<file path="src/rtl/pgrd_pkg.sv">
package pgrd_pkg;
  localparam int ADDR_W  = 24;
  localparam int DATA_W  = 8;
  localparam int PULSE_W = 7;
  localparam int SZ_W    = 2;
  localparam int MIN_OFF = 2;

  // number of byte-offset bits inside a page for a size code
  function automatic int offset_bits(input logic [SZ_W-1:0] sz);
    return MIN_OFF + int'(sz);
  endfunction

  // true when both addresses share a page of the given size
  function automatic logic same_page(input logic [ADDR_W-1:0] a,
                                     input logic [ADDR_W-1:0] b,
                                     input logic [SZ_W-1:0]   sz);
    logic [ADDR_W-1:0] keep;
    keep = {ADDR_W{1'b1}} << offset_bits(sz);
    return ((a ^ b) & keep) == '0;
  endfunction

  // programmed zero counts as a single cycle
  function automatic logic [PULSE_W-1:0] eff_len(input logic [PULSE_W-1:0] p);
    return (p == '0) ? PULSE_W'(1) : p;
  endfunction
endpackage

</file>
<file path="src/rtl/pgrd_page_tracker.sv">
module pgrd_page_tracker
  import pgrd_pkg::*;
#(
  parameter int AW  = ADDR_W,
  parameter int SZW = SZ_W
) (
  input  logic           clk,
  input  logic           rst_n,
  input  logic           capture,
  input  logic           clear,
  input  logic           page_en,
  input  logic [SZW-1:0] page_sz,
  input  logic [AW-1:0]  req_addr,
  output logic           hit
);
  logic          open_valid;
  logic [AW-1:0] open_addr;

  assign hit = page_en && open_valid && same_page(req_addr, open_addr, page_sz);

  always_ff @(posedge clk or negedge rst_n) begin
    if (!rst_n) begin
      open_valid <= 1'b0;
      open_addr  <= '0;
    end else if (capture) begin
      open_valid <= page_en;
      open_addr  <= req_addr;
    end else if (clear) begin
      open_valid <= 1'b0;
    end
  end


  clear_drops_page_chk: assert property (@(posedge clk) disable iff (!rst_n)
    (clear && !capture) |=> !open_valid);


  no_hit_off_chk: assert property (@(posedge clk) disable iff (!rst_n)
    !page_en |-> !hit);
endmodule

</file>
<file path="src/rtl/pgrd_pulse_timer.sv">
module pgrd_pulse_timer
  import pgrd_pkg::*;
#(
  parameter int PW = PULSE_W
) (
  input  logic          clk,
  input  logic          rst_n,
  input  logic          load,
  input  logic [PW-1:0] len,
  output logic          active,
  output logic          last
);
  logic [PW-1:0] cnt;

  assign last = active && (cnt == '0);

  always_ff @(posedge clk or negedge rst_n) begin
    if (!rst_n) begin
      cnt    <= '0;
      active <= 1'b0;
    end else if (load) begin
      cnt    <= eff_len(len) - 1'b1;
      active <= 1'b1;
    end else if (last) begin
      active <= 1'b0;
    end else if (active) begin
      cnt <= cnt - 1'b1;
    end
  end


  zero_len_one_cycle_chk: assert property (@(posedge clk) disable iff (!rst_n)
    (load && len == '0) |=> last);
endmodule

</file>
<file path="src/rtl/pgrd_ctrl.sv">
module pgrd_ctrl
  import pgrd_pkg::*;
#(
  parameter int AW  = ADDR_W,
  parameter int DW  = DATA_W,
  parameter int PW  = PULSE_W,
  parameter int SZW = SZ_W
) (
  input  logic           clk,
  input  logic           rst_n,
  input  logic           cfg_page_en,
  input  logic [SZW-1:0] cfg_page_sz,
  input  logic [PW-1:0]  cfg_first_pulse,
  input  logic [PW-1:0]  cfg_next_pulse,
  input  logic           req_valid,
  output logic           req_ready,
  input  logic [AW-1:0]  req_addr,
  output logic           rsp_valid,
  output logic [DW-1:0]  rsp_data,
  output logic [AW-1:0]  mem_addr,
  output logic           mem_cs_n,
  output logic           mem_rd_n,
  input  logic [DW-1:0]  mem_data
);
  // named internal events
  logic          accept;
  logic          page_hit;
  logic          access_active;
  logic          access_last;
  logic          burst_end;
  logic [PW-1:0] sel_len;

  assign req_ready = !access_active || access_last;
  assign accept    = req_valid && req_ready;
  assign burst_end = access_last && !accept;
  assign sel_len   = page_hit ? cfg_next_pulse : cfg_first_pulse;

  pgrd_page_tracker #(.AW(AW), .SZW(SZW)) u_track (
    .clk      (clk),
    .rst_n    (rst_n),
    .capture  (accept),
    .clear    (burst_end),
    .page_en  (cfg_page_en),
    .page_sz  (cfg_page_sz),
    .req_addr (req_addr),
    .hit      (page_hit)
  );

  pgrd_pulse_timer #(.PW(PW)) u_timer (
    .clk    (clk),
    .rst_n  (rst_n),
    .load   (accept),
    .len    (sel_len),
    .active (access_active),
    .last   (access_last)
  );

  always_ff @(posedge clk or negedge rst_n) begin
    if (!rst_n) begin
      mem_addr <= '0;
      mem_cs_n <= 1'b1;
      mem_rd_n <= 1'b1;
    end else if (accept) begin
      mem_addr <= req_addr;
      mem_cs_n <= 1'b0;
      mem_rd_n <= 1'b0;
    end else if (burst_end) begin
      mem_cs_n <= 1'b1;
      mem_rd_n <= 1'b1;
    end
  end

  always_ff @(posedge clk or negedge rst_n) begin
    if (!rst_n) begin
      rsp_valid <= 1'b0;
      rsp_data  <= '0;
    end else begin
      rsp_valid <= access_last;
      if (access_last) rsp_data <= mem_data;
    end
  end


  rsp_after_last_chk: assert property (@(posedge clk) disable iff (!rst_n)
    access_last |=> rsp_valid);


  strobe_hold_chk: assert property (@(posedge clk) disable iff (!rst_n)
    (access_active && !access_last) |=> (!mem_cs_n && !mem_rd_n));


  strobe_release_chk: assert property (@(posedge clk) disable iff (!rst_n)
    burst_end |=> (mem_cs_n && mem_rd_n));
endmodule

</file>
<file path="config.mk">
export PLATFORM = sky130hd
export DESIGN_NAME = pgrd_ctrl
export DESIGN_NICKNAME = d
export VERILOG_FILES = /design/src/rtl/pgrd_pkg.sv /design/src/rtl/pgrd_page_tracker.sv /design/src/rtl/pgrd_pulse_timer.sv /design/src/rtl/pgrd_ctrl.sv
export SDC_FILE = /design/constraint.sdc
export NUM_CORES = 1
export LEC_CHECK = 0
export BUFFER_PORTS_ARGS = -buffer_cell sky130_fd_sc_hd__buf_2
export CAP_MARGIN = 20
export CORE_MARGIN = 10
export CORE_UTILIZATION = 44
export CTS_CLUSTER_SIZE = 30
export DETAILED_ROUTE_END_ITERATION = 12
export GPL_TIMING_DRIVEN = 0
export PLACE_DENSITY = 0.76
export SETUP_SLACK_MARGIN = 0.02
export SYNTH_ARGS = -nofsm -noshare
export SYNTH_HDL_FRONTEND = slang
export SYNTH_SLANG_ARGS = --single-unit
</file>
<file path="constraint.sdc">
create_clock -name clk -period 3 [get_ports clk]
set_clock_uncertainty 0.1 [all_clocks]
set_input_delay 0.15 -clock clk [delete_from_list [all_inputs] [get_ports clk]]
set_output_delay 0.15 -clock clk [all_outputs]
set_load 0.01 [all_outputs]
</file>
; Word-level counts from Yosys, hierarchy flattened
; Cells that the tools add are included.
; W data, S select, Z words.
[word_totals]
word_cells = 40
in_bits = 52
output_inout_bits = 36
register_bits = 43
[classes]
n_addsub = 3
n_eq_ne = 1
bitwise = 2
n_reduce_logical = 15
muxes = 11
shift = 1
[op_table]
columns = cell, n
row1 = $mux W7, 5
row2 = $shl A24 B32 Y24 const A, 1
row3 = $and A24 B24 Y24, 1
row4 = $logic_not A24 Y1, 1
row5 = $xor A24 B24 Y24, 1
row6 = $logic_not A7 Y1, 2
row7 = $sub A7 B1 Y7 const B, 2
row8 = $mux W1, 6
row9 = $reduce_bool A2 Y1, 3
row10 = $logic_and A1 B1 Y1, 5
row11 = $add A2 B2 Y3 const A, 1
row12 = $logic_not A1 Y1, 2
row13 = $ne A2 B2 Y1 const B, 1
row14 = $reduce_and A2 Y1, 1
row15 = $logic_or A1 B1 Y1, 1

; Depth between registers and ports, before layout
[logic_depth]
word_depth = 10
ltp_mapped = 13

; Modules after synthesis
; A second synthesis with hierarchy kept.
[unflattened]
hier_cells = 231
area_unflattened_um2 = 3178.0
[modules_own_cells]
columns = mod, n_inst, cells_per_inst, area_each_um2
row1 = pgrd_ctrl, 1, 83, 1440.1
row2 = pgrd_page_tracker, 1, 83, 1121.1
row3 = pgrd_pulse_timer, 1, 65, 616.8

; Worst setup path after synthesis
; Ideal clock, no wire load.
[synth_timing]
path_type = flip-flop to flip-flop
startpoint = register u_timer.cnt[3]
endpoint = register u_timer.cnt[6]
setup_ns = 0.143
path_slack_ns = -0.129
t_arrival_ns = 2.886
path_stages_with_launch = 13
cell_sequence = dfrtp_1 or4_4 o41ai_4 nand2_2 clkbuf_1 nand2_1 o31ai_1 inv_1 ha_1 nand2_2 or4_1 a31oi_1 mux2i_1
[synth_between]
elab_chain_cells = 6
[synth_rtl]
columns = element, line
row1 = "start, declared", pgrd_pulse_timer.sv:13  ; logic [PW-1:0] cnt;
row2 = "start signal, assigned", pgrd_pulse_timer.sv:22  ; cnt <= eff_len(len) - 1'b1;
row3 = "start signal, assigned", pgrd_pulse_timer.sv:27  ; cnt <= cnt - 1'b1;
row4 = $logic_not A7 Y1 (*), pgrd_pulse_timer.sv:15  ; assign last = active && (cnt == '0);
row5 = $logic_and A1 B1 Y1 (*), pgrd_pulse_timer.sv:15
row6 = $logic_or A1 B1 Y1 (*), pgrd_ctrl.sv:33  ; assign req_ready = !access_active || access_last;
row7 = via req_ready, pgrd_ctrl.sv:16  ; output logic req_ready,
row8 = $logic_and A1 B1 Y1 (*), pgrd_ctrl.sv:34  ; assign accept = req_valid && req_ready;
row9 = $ne A2 B2 Y1 (no line) / $reduce_bool A2 Y1 (equally long branches), n/a
row10 = $reduce_and A2 Y1 (no line), n/a
; The timed path passes the listed nets; every way through them passes the cells marked *. The select of a mux whose other input is x is not followed.
; A chain may end at the register's enable or synchronous reset.

; Worst setup path after layout
[layout_timing]
startpoint = register u_timer.cnt[2]
endpoint = register u_timer.cnt[6]
[layout_between]
elab_chain_cells = 6
[layout_rtl]
columns = element
row1 = "parallel branches: the longest is 6 deep, another holds $sub A7 B1 Y7"
; Parallel ways; which one is timed is not known. The select of a mux whose other input is x is not followed.

==> results.json <==
{
  "outcome": "completed",
  "synth_xor_area_frac": 0.106,
  "synth_largest_area_cell": "dfrtp_1",
  "avgSynthCellArea_um2": 8.81,
  "hold_viol": 0,
  "rsz0062_at_grt": "true",
  "critPathSlowestCell": "or4_4",
  "cp_max_fo": 10,
  "die-height_um": 91.2,
  "grt_pass1_vias": 2297,
  "fp.dieArea_um2": 8310,
  "worstPathRequired_ns": 3.08,
  "path_cells": "or4_4 > o41ai_4 > nand2_2 > buf_8 > nand2_2 > o31ai_2 > inv_1 > ha_2 > nand2_2 > or4_1 > a31oi_1 > mux2i_1",
  "hold_ws_ns": 0.0378,
  "final_cell_mix": "nand2_1 (109), buf_2 (87), dfrtp_1 (42)",
  "synth_compound_area_frac": 0.0640,
  "worstMarginPinSlew_ns": 0.994,
  "fin_crit_ns": 2.92,
  "crit_path_end_kind": "register",
  "crit_end": "u_timer.cnt[6]",
  "hp-class": "in -> reg",
  "finish.utilization": 0.688,
  "rrSetupSlack_ns": 0.08,
  "critical_path_class": "reg -> reg",
  "antenna_found_initial": 2,
  "finalPower_w": 0.00110,
  "path_depth": 12,
  "synth-simple-area-share": 0.283,
  "synthAdderAreaFrac": 0.00561,
  "synthesis.nets": 306,
  "layout_commonest_cell": "nand2_1",
  "crit_path_start_kind": "register",
  "setup_viol": 0,
  "dieWidth_um": 91.2,
  "ys_types": 39,
  "io_pins": 88,
  "worstHoldStart": "req_addr[9]",
  "portBuffers": 87,
  "reg2reg_depth": 12,
  "cts_max_level": 2,
  "antenna_left": 0,
  "cts_root_buf": "clkbuf_8",
  "nets": 438,
  "grt_pass1_wl_um": 11000,
  "wl_per_cell_um": 15.3,
  "placed_area_um2": 2770,
  "synthTopCellsByArea": "dfrtp_1 (47%), nand2_1 (19%), xnor2_1 (7.1%)",
  "tritoncts": "done",
  "vias": 2227,
  "drc": 0,
  "ys_ff_latch": 43,
  "clk_latency_ns": 0.30,
  "grt_max_degree": 44,
  "cts_inserted_buffers": 5,
  "yosys_warnings": 0,
  "initial_utilization": 0.463,
  "gp_congestion": 0.834,
  "final_area_um2": 3310,
  "routed_wl_um": 6980,
  "grt_overflow_total": 0,
  "clk_pin_slew_ns": 0.08,
  "synth_top_family_by_area": "simple AND/OR/NAND/NOR gates",
  "coreArea_um2": 4820,
  "synthesis.area_um2": 2230,
  "dp_hpwl_um": 4610,
  "synthCells": 253,
  "arrival_ns": 3.01,
  "syn_to_final_growth_pct": 48.7,
  "leakagePower_nw": 1.70,
  "rows": 25,
  "powerDensity_nw_per_um2": 333,
  "regToRegStartpoint": "u_timer.cnt[2]",
  "drive_above_1_share": 0.326,
  "yosys.area.top_type_share": 0.472,
  "drv_slew": 0,
  "timing.max_cap.violations": 0,
  "cp.buffers_inverters": 2,
  "yosysSeqAreaShare": 0.483,
  "setup.worst_path.start": "u_timer.cnt[2]",
  "drtIter0Drc": 103,
  "reg2reg_to": "u_timer.cnt[6]",
  "cts.path.max_buffers": 2,
  "cts.sinks": 43,
  "grt_usage": 0.160,
  "crit_top_cell": "nand2_2",
  "via_per_inst": 4.89,
  "slew_headroom": 0.337,
  "synthMuxAreaShare": 0.0337,
  "cp_top_family": "simple AND/OR/NAND/NOR gates",
  "drt-pass1-iter-count": 4,
  "max_stage_delay_ns": 0.57,
  "vdd_drop_max_mv": 0.334,
  "finalSetupTns_ns": 0,
  "fmax_mhz": 342,
  "finalCritPeriodShare": 0.975
}
-- how the worst min path moves through the flow --
stage / endpoint / slack [ns] / cells past startpoint
6_report: u_track.open_addr[9] / 0.04 / 3
3_3_place_gp: rsp_data[5] / 0.24 / 3
2_1_floorplan: rsp_data[0] / -0.25 / 0
4_1_cts: u_track.open_addr[9] / 0.004 / 3
5_1_grt: u_track.open_addr[9] / 0.06 / 3
3_5_place_dp: rsp_data[6] / 0.25 / 3
-- where the power goes --
| group | switching (W) | internal [W] |
|---|---|---|
| Sequential | 0 | 0.000579 |
| Clock | 0.000200 | 0.000210 |
| Combinational | 0.0000495 | 0.0000653 |
-- tightest hold or removal path: cells and delay by family --
kind / cells / cell delay [ns]
simple gates: 2 / 0.14
buf+inv: 1 / 0.10
-- Yosys cell counts --
| cell type | n |
|---|---|
| clkbuf_1 | 5 |
| or2b_1 | 1 |
| nand2_1 | 110 |
| and4bb_1 | 1 |
| o41ai_4 | 1 |
| nor4_1 | 5 |
| a22o_1 | 1 |
| buf_1 | 2 |
| a211oi_4 | 1 |
| o31ai_1 | 2 |
| mux2_2 | 4 |
| nand3_1 | 2 |
| nor2_1 | 5 |
| nand2_2 | 2 |
| and2_1 | 1 |
| o21ai_1 | 2 |
| nor3b_1 | 1 |
| nand4_1 | 4 |
| o211ai_1 | 2 |
| buf_2 | 1 |
| and3_1 | 1 |
| or4_4 | 1 |
| nor3_1 | 5 |
| nor2b_1 | 1 |
| and2_4 | 1 |
| xor2_1 | 9 |
| buf_4 | 1 |
| a31oi_1 | 1 |
| inv_1 | 3 |
| ha_1 | 1 |
| dfrtp_1 | 42 |
| mux2i_1 | 3 |
| o21a_1 | 2 |
| nand2b_1 | 1 |
| a21oi_1 | 5 |
| dfstp_2 | 1 |
| inv_2 | 1 |
| or4_1 | 3 |
| xnor2_1 | 18 |
-- logic make-up (layout without fill, tap and decap cells) --
group	after synthesis	after routing
AO/OA/AOI/OAI	17	17
XOR/XNOR	27	27
adder cells (fa/ha/maj)	1	1
buffers and inverters	13	146
flip-flops	43	43
multiplexers	7	7
other	0	2
AND/OR/NAND/NOR	145	145
-- cell type report --
class,count,area [um2]
Antenna cell,2,5.00
Timing Repair Buffer,126,811
Buffer,8,52.6
Multi-Input combinational cell,197,1170
Clock buffer,8,100
Sequential cell,43,1080
Tap cell,67,83.8
Fill cell,398,1500
Inverter,4,15.0
-- layer usage --
| layer | wire (um) | share of wire | global-route usage |
|---|---|---|---|
| met5 | 0 | 0 | 0 |
| met3 | 517 | 0.074 | 0.0502 |
| met1 | 2910 | 0.42 | 0.184 |
| met2 | 3380 | 0.48 | 0.270 |
| met4 | 169 | 0.024 | 0.0679 |
-- sequential cells by signal, summed over array words and instances, names as in the netlist --
| signal | count |
|---|---|
| u_track.open_addr | 24 |
| mem_rd_n | 1 |
| rsp_valid | 1 |
| u_timer.active | 1 |
| u_track.open_valid | 1 |
| u_timer.cnt | 7 |
| rsp_data | 8 |
-- per-stage QoR --
stage / worst slack [ns] / cells
2_1_floorplan: -0.0448 / 253
3_3_place_gp: -0.182 / 407
3_5_place_dp: -0.227 / 407
4_1_cts: 0.0263 / 449
5_1_grt: -0.0484 / 455
6_report: 0.0762 / 455
-- timing repair --
action                                  4_1_cts  5_1_grt
hold buffers                                 33        0
pin swaps                                     1        6
setup buffers                                 2        4
gates cloned                                  0        0
gates resized for setup                       4       12
endpoints found under the hold margin        74        0
endpoints found under the setup margin        5        5
Power figures use the tool's default switching activity.
